**config.mk**
```make
export PLATFORM = sky130hd
export DESIGN_NAME = audclk_master_gen
export DESIGN_NICKNAME = d
export VERILOG_FILES = /design/src/rtl/audclk_pkg.sv /design/src/rtl/audclk_sync.sv /design/src/rtl/audclk_strap.sv /design/src/rtl/audclk_divgen.sv /design/src/rtl/audclk_master_gen.sv
export SDC_FILE = /design/constraint.sdc
export NUM_CORES = 1
export LEC_CHECK = 0
export ABC_AREA = 1
export CAP_MARGIN = 20
export CORE_MARGIN = 2
export CORE_UTILIZATION = 40
export CTS_CLUSTER_DIAMETER = 40
export CTS_CLUSTER_SIZE = 16
export DETAILED_ROUTE_END_ITERATION = 10
export GPL_TIMING_DRIVEN = 0
export SYNTH_ARGS = -nofsm -noshare
export SYNTH_HDL_FRONTEND = slang
export SYNTH_SLANG_ARGS = --single-unit
```
**constraint.sdc**
```tcl
create_clock -name mclk_i -period 3 [get_ports mclk_i]
set_input_delay 0.6 -clock mclk_i [delete_from_list [all_inputs] [get_ports mclk_i]]
set_output_delay 0.6 -clock mclk_i [all_outputs]
set_load 0.005 [all_outputs]
```
**src/rtl/audclk_pkg.sv**
```systemverilog
// Shared types and the divisor rule for the strap-configured audio clock generator.
// Assumes the bit clock runs 64 periods per frame, so divisors stay below 16.
package audclk_pkg;

    localparam int DIV_W = 4;

    typedef struct packed {
        logic dbl;   // 1: double-speed mode
        logic wide;  // 1: one-and-a-half ratio family
    } strap_cfg_t;

    // Master clocks per bit-clock period for a mode, family and high/low pick.
    function automatic logic [DIV_W-1:0] bit_div(input strap_cfg_t cfg, input logic hi);
        logic [DIV_W-1:0] d;
        d = cfg.wide ? DIV_W'(3) : DIV_W'(2);
        if (!cfg.dbl) d = d << 1;
        if (hi)       d = d << 1;
        return d;
    endfunction

endpackage

```
**src/rtl/audclk_sync.sv**
```systemverilog
// Multi-flop synchronizer for asynchronous level inputs.
// Assumes the inputs are quasi-static levels; a parameter selects the chain depth.
module audclk_sync #(
    parameter int W      = 1,
    parameter int STAGES = 2
) (
    input  logic         clk_i,
    input  logic         rst_n_i,
    input  logic [W-1:0] d_i,
    output logic [W-1:0] q_o
);

    logic [STAGES*W-1:0] chain_q;

    generate
        if (STAGES == 1) begin : g_one
            // Single capture stage.
            always_ff @(posedge clk_i) begin
                if (!rst_n_i) chain_q <= '0;
                else          chain_q <= d_i;
            end
        end else begin : g_many
            // Shift the level through the whole chain.
            always_ff @(posedge clk_i) begin
                if (!rst_n_i) chain_q <= '0;
                else          chain_q <= {chain_q[(STAGES-1)*W-1:0], d_i};
            end
        end
    endgenerate

    assign q_o = chain_q[STAGES*W-1 -: W];

endmodule

```
**src/rtl/audclk_strap.sv**
```systemverilog
// Power-up strap window: counts WIN_CYCLES clocks after reset, synchronizes the
// two strap pins and latches them on the last window cycle.
// Assumes the board holds the strap levels stable near the end of the window.
module audclk_strap
    import audclk_pkg::*;
#(
    parameter int WIN_CYCLES  = 1024,
    parameter int SYNC_STAGES = 2
) (
    input  logic       clk_i,
    input  logic       rst_n_i,
    input  logic       frm_strap_i,
    input  logic       bit_strap_i,
    output strap_cfg_t cfg_eff_o,
    output strap_cfg_t cfg_latched_o,
    output logic       done_o
);

    localparam int WIN_W = $clog2(WIN_CYCLES + 1);

    logic [1:0]       strap_sync;
    strap_cfg_t       strap_now;
    logic [WIN_W-1:0] win_cnt_q;
    logic             done_q;
    strap_cfg_t       latched_q;
    logic             last_cycle;

    audclk_sync #(.W(2), .STAGES(SYNC_STAGES)) u_strap_sync (
        .clk_i   (clk_i),
        .rst_n_i (rst_n_i),
        .d_i     ({frm_strap_i, bit_strap_i}),
        .q_o     (strap_sync)
    );

    assign strap_now  = '{dbl: strap_sync[1], wide: strap_sync[0]};
    assign last_cycle = !done_q && (win_cnt_q == WIN_W'(WIN_CYCLES - 1));

    // Window counter, frozen once the window has closed.
    always_ff @(posedge clk_i) begin
        if (!rst_n_i)    win_cnt_q <= '0;
        else if (!done_q) win_cnt_q <= win_cnt_q + WIN_W'(1);
    end

    // Window-closed flag, set on the last window cycle.
    always_ff @(posedge clk_i) begin
        if (!rst_n_i)       done_q <= 1'b0;
        else if (last_cycle) done_q <= 1'b1;
    end

    // Strap latch, loaded once per reset.
    always_ff @(posedge clk_i) begin
        if (!rst_n_i)       latched_q <= '0;
        else if (last_cycle) latched_q <= strap_now;
    end

    assign cfg_eff_o     = done_q ? latched_q : strap_now;
    assign cfg_latched_o = latched_q;
    assign done_o        = done_q;

endmodule

```
**src/rtl/audclk_divgen.sv**
```systemverilog
// Bit- and frame-clock divider. The bit clock is low for ceil(d/2) and high for
// floor(d/2) master clocks; the frame clock toggles every BITS_PER_FRAME/2 bits,
// always where the bit clock falls. The divisor reloads only at frame ends.
// Assumes run_i rises once per reset and cfg_i/hi_i are synchronous.
module audclk_divgen
    import audclk_pkg::*;
#(
    parameter int BITS_PER_FRAME = 64
) (
    input  logic       clk_i,
    input  logic       rst_n_i,
    input  logic       run_i,
    input  strap_cfg_t cfg_i,
    input  logic       hi_i,
    output logic       bclk_o,
    output logic       fclk_o
);

    localparam int BIT_W = $clog2(BITS_PER_FRAME);
    localparam int HALF  = BITS_PER_FRAME / 2;

    logic [DIV_W-1:0] div_q;
    logic [DIV_W-1:0] ph_q;
    logic [BIT_W-1:0] bit_q;
    logic [DIV_W-1:0] next_div;
    logic [DIV_W-1:0] hi_thr;
    logic             ph_last;
    logic             frame_last;

    assign next_div   = bit_div(cfg_i, hi_i);
    assign hi_thr     = div_q - (div_q >> 1);
    assign ph_last    = (ph_q == div_q - DIV_W'(1));
    assign frame_last = ph_last && (bit_q == BIT_W'(BITS_PER_FRAME - 1));

    // Active divisor: tracks the config before running, then reloads per frame.
    always_ff @(posedge clk_i) begin
        if (!rst_n_i)                div_q <= DIV_W'(2);
        else if (!run_i || frame_last) div_q <= next_div;
    end

    // Phase within one bit-clock period.
    always_ff @(posedge clk_i) begin
        if (!rst_n_i || !run_i) ph_q <= '0;
        else if (ph_last)       ph_q <= '0;
        else                    ph_q <= ph_q + DIV_W'(1);
    end

    // Bit index within the frame.
    always_ff @(posedge clk_i) begin
        if (!rst_n_i || !run_i) bit_q <= '0;
        else if (frame_last)    bit_q <= '0;
        else if (ph_last)       bit_q <= bit_q + BIT_W'(1);
    end

    assign bclk_o = run_i && (ph_q >= hi_thr);
    assign fclk_o = run_i && (bit_q >= BIT_W'(HALF));

endmodule

```
**src/rtl/audclk_master_gen.sv**
```systemverilog
// Strap-configured audio master clock generator (top). Samples the frame and
// bit pins as straps during the power-up window, then drives them as clocks.
// Assumes an external pad cell that uses the enables to choose the pin direction.
module audclk_master_gen
    import audclk_pkg::*;
#(
    parameter int WIN_CYCLES     = 1024,
    parameter int BITS_PER_FRAME = 64,
    parameter int SYNC_STAGES    = 2
) (
    input  logic mclk_i,
    input  logic rst_n,
    input  logic hi_rate_i,
    input  logic frm_pad_i,
    output logic frm_pad_o,
    output logic frm_pad_oe,
    input  logic bit_pad_i,
    output logic bit_pad_o,
    output logic bit_pad_oe,
    output logic stat_dbl_o,
    output logic stat_wide_o
);

    strap_cfg_t cfg_eff;
    strap_cfg_t cfg_latched;
    logic       win_done;
    logic       hi_sync;
    logic       bclk;
    logic       fclk;

    audclk_sync #(.W(1), .STAGES(SYNC_STAGES)) u_hi_sync (
        .clk_i   (mclk_i),
        .rst_n_i (rst_n),
        .d_i     (hi_rate_i),
        .q_o     (hi_sync)
    );

    audclk_strap #(.WIN_CYCLES(WIN_CYCLES), .SYNC_STAGES(SYNC_STAGES)) u_strap (
        .clk_i         (mclk_i),
        .rst_n_i       (rst_n),
        .frm_strap_i   (frm_pad_i),
        .bit_strap_i   (bit_pad_i),
        .cfg_eff_o     (cfg_eff),
        .cfg_latched_o (cfg_latched),
        .done_o        (win_done)
    );

    audclk_divgen #(.BITS_PER_FRAME(BITS_PER_FRAME)) u_div (
        .clk_i   (mclk_i),
        .rst_n_i (rst_n),
        .run_i   (win_done),
        .cfg_i   (cfg_eff),
        .hi_i    (hi_sync),
        .bclk_o  (bclk),
        .fclk_o  (fclk)
    );

    assign frm_pad_o   = fclk;
    assign bit_pad_o   = bclk;
    assign frm_pad_oe  = win_done;
    assign bit_pad_oe  = win_done;
    assign stat_dbl_o  = cfg_latched.dbl;
    assign stat_wide_o = cfg_latched.wide;

endmodule

```
==> results by group <==
Status
  – Outcome: finished clean

Final layout
  – Number of diodes: 0
  – Layout cell share with drive strength beyond 1: 16.3%
  – Reg area: 686 sq um
  – Most frequent cells in the layout: 60 x nand2_1, 36 x inv_1, 32 x dfxtp_1
  – Area of the multi-input gates: 1060 sq um
  – Commonest non-fill, non-tap cell in the layout: nand2_1
  – Layout area overhead: 15.4%
  – Final Core Density: 47.3%
  – Fillers: 465
  – Final net count: 295
  – Fin area: 2200 sq um
  – Fin cells: 330

Detailed routing
  – # DRC: 0
  – Vias per inst: 4.64
  – Antenna viol nets, final: 0
  – WL per Instance: 10.0 um
  – Overall routed net length: 3300 um
  – Iteration-0 DRC Markers: 49
  – DR pass1 iterations: 4
  – Vias: 1,532

Placed design
  – # port buffers: 10
  – Placed Area: 2080 sq um
  – Hpwl dp: 2440 um
  – Setup WS pre-CTS: -0.124 ns
  – Placed cell count: 319
  – GP Congestion: 0.774

GRT
  – Tot GR Track Use: 14.7%
  – Met3 Use GR: 4.14%
  – First-pass GRT wire length: 6040 um
  – Gr ovfl total: 0
  – Global routing's busiest layer: met2
  – Initial antenna violation count: 0
  – GR Util met2: 23.4%
  – Vias in the first global route: 1,426
  – GR Util met1: 18.5%
  – Largest net degree at the start of global routing: 11

Worst setup path
  – CP max stage delay: 0.53 ns
  – Worst setup EP type: output port
  – Worst Path Required: 2.40 ns
  – Critical Path AT: 2.27 ns
  – Setup crit start kind: flop
  – Critical path type: flop to output port
  – Worst-path fanout max: 3
  – Crit-path slowest cell: fa_1
  – Critical path cell sequence: inv_2, ha_4, inv_2, fa_1, inv_1, ha_1, a21boi_2, o21ai_1, a21boi_1, o21ai_1, inv_1, clkbuf_2

Logic synthesis
  – Yosys warns: 0
  – Distinct cells, synth: 33
  – Post-synthesis cell area: 1910 sq um
  – Area share of the largest cell type after synthesis: 35.6%
  – Synthesized Nets: 274
  – Avg Inst Size Synth: 7.49 sq um
  – Leading area contributor after synthesis: dfxtp_1
  – Leading post-synthesis cells by cell area: dfxtp_1 36%, nand2_1 12%, ha_1 8.5%
  – Mapped Cells: 255
  – Part of the Yosys area used for sequential elements: 35.6%
  – #FFs+latches synth: 34

STA
  – Worst-Margin Slew: 0.457 ns
  – Final Hold Viols: 0
  – Worst hold margin: 0.414 ns
  – Highest Clock Rate: 349 MHz
  – Post-layout minimum cycle time: 2.87 ns
  – Setup TNS Final: 0 ns
  – Clock Skew: 0.00577 ns
  – Final setup margin: 0.133 ns
  – Slew Limit Headroom: 69.6%
  – Setup Viol. Count Final: 0
  – Crit share post-route: 95.6%
  – RSZ-0062 raised after global routing: true
  – Slew Viols, Final: 0

Clock network
  – Clock latency on the worst-skew pair: 0.28 ns
  – Worst-case clock buffer depth: 2
  – CTS Root Cell: clkbuf_8
  – Clk slew on worst S/H paths: 0.07 ns
  – TritonCTS buffer count: 5
  – Sink Count: 34
  – TritonCTS clock tree: built
  – Number of H-tree levels: 2

Die
  – Initial Utilization: 41.0%
  – Total core area: 4660 sq um
  – Io pins: 11
  – Die W: 73.1 um
  – Num rows: 25
  – Die height: 73.1 um
  – Die area: 5340 sq um

Pwr
  – Power Total: 0.887 mW
  – Pwr dens: 403 nW/um^2
  – Pleak: 0.984 nW
  – Peak VDD IR: 262 uV

Flow run
  – Max cap viols: 0

Worst hold path
  – Min-Delay Path Class: flop to flop
flip-flops by register name, indices dropped and copies added, names as in the netlist:
name / cells
u_strap.win_cnt_q: 11
u_div.ph_q: 4
u_strap.cfg_latched_o: 2
u_strap.u_strap_sync.chain_q: 4
u_strap.done_o: 1
u_hi_sync.chain_q: 2
u_div.div_q: 4
u_div.bit_q: 6
cell families after synthesis:
logic type | share of synthesized area, %
compound gates | 8.72
xor+xnor | 3.21
fa+ha+maj | 10.1
buf+inv | 9.70
flops | 35.6
simple gates | 32.6
worst paths after layout:
check                                                                start                                          to  slack (ns)  cells past startpoint
worst min-delay path            u_strap.u_strap_sync.chain_q[1]$_SDFF_PN0_  u_strap.u_strap_sync.chain_q[3]$_SDFF_PN0_        0.41                      2
worst min register to register  u_strap.u_strap_sync.chain_q[1]$_SDFF_PN0_  u_strap.u_strap_sync.chain_q[3]$_SDFF_PN0_        0.41                      2
worst max-delay path                           u_div.div_q[0]$_SDFFE_PN0P_                                   bit_pad_o        0.13                     12
worst max register to register                 u_div.div_q[0]$_SDFFE_PN0P_                 u_div.div_q[2]$_SDFFE_PN0P_        1.08                     13
worst max-delay path, delay by kind of cell (launching register included):
family	cells	cell delay (ns)
buffers and inverters	5	0.30
DFF	1	0.33
adders and majority gates	3	0.91
AOI/OAI and AO/OA	4	0.44
synthesized netlist by cell type (all sizes together):
library cell	n
clkbuf	2
a21oi	17
nor2	28
fa	1
xnor2	3
inv	44
o211ai	1
buf	2
maj3	1
nand2	69
xor2	4
o21ai	11
a21boi	2
nand3	14
nor4	1
nand3b	1
nand4	5
nor3	1
dfxtp	34
ha	13
or2	1
routing by layer:
metal,routed length (um),part of all wire (%)
met4,48,1.5
met2,1430,43
met3,97,2.9
met5,0,0
met1,1720,52
power breakdown:
part	switching, mW	internal, mW	leakage [nW]	total (mW)
registers	0.00763	0.461	0.277	0.469
logic	0.0537	0.0413	0.670	0.0950
clock network	0.164	0.159	0.0373	0.323
total	0.226	0.661	0.984	0.887
final cells by class:
class	count	area share, %
Clock inverter	1	0.341
Inverter	44	7.50
Timing Repair Buffer	14	5.68
Multi-Input combinational cell	173	48.1
Sequential cell	34	31.1
Tap cell	54	3.07
Buffer	4	0.909
Clock buffer	6	3.29
what timing repair did:
action                     in CTS  in global routing
cloned                          0                  0
pin swaps                       3                  5
hold buffers                    0                  0
setup buffers                   3                  1
setup endpoints to repair       1                  1
gates resized for setup        12                  4
(Power assumes the default switching activity.)
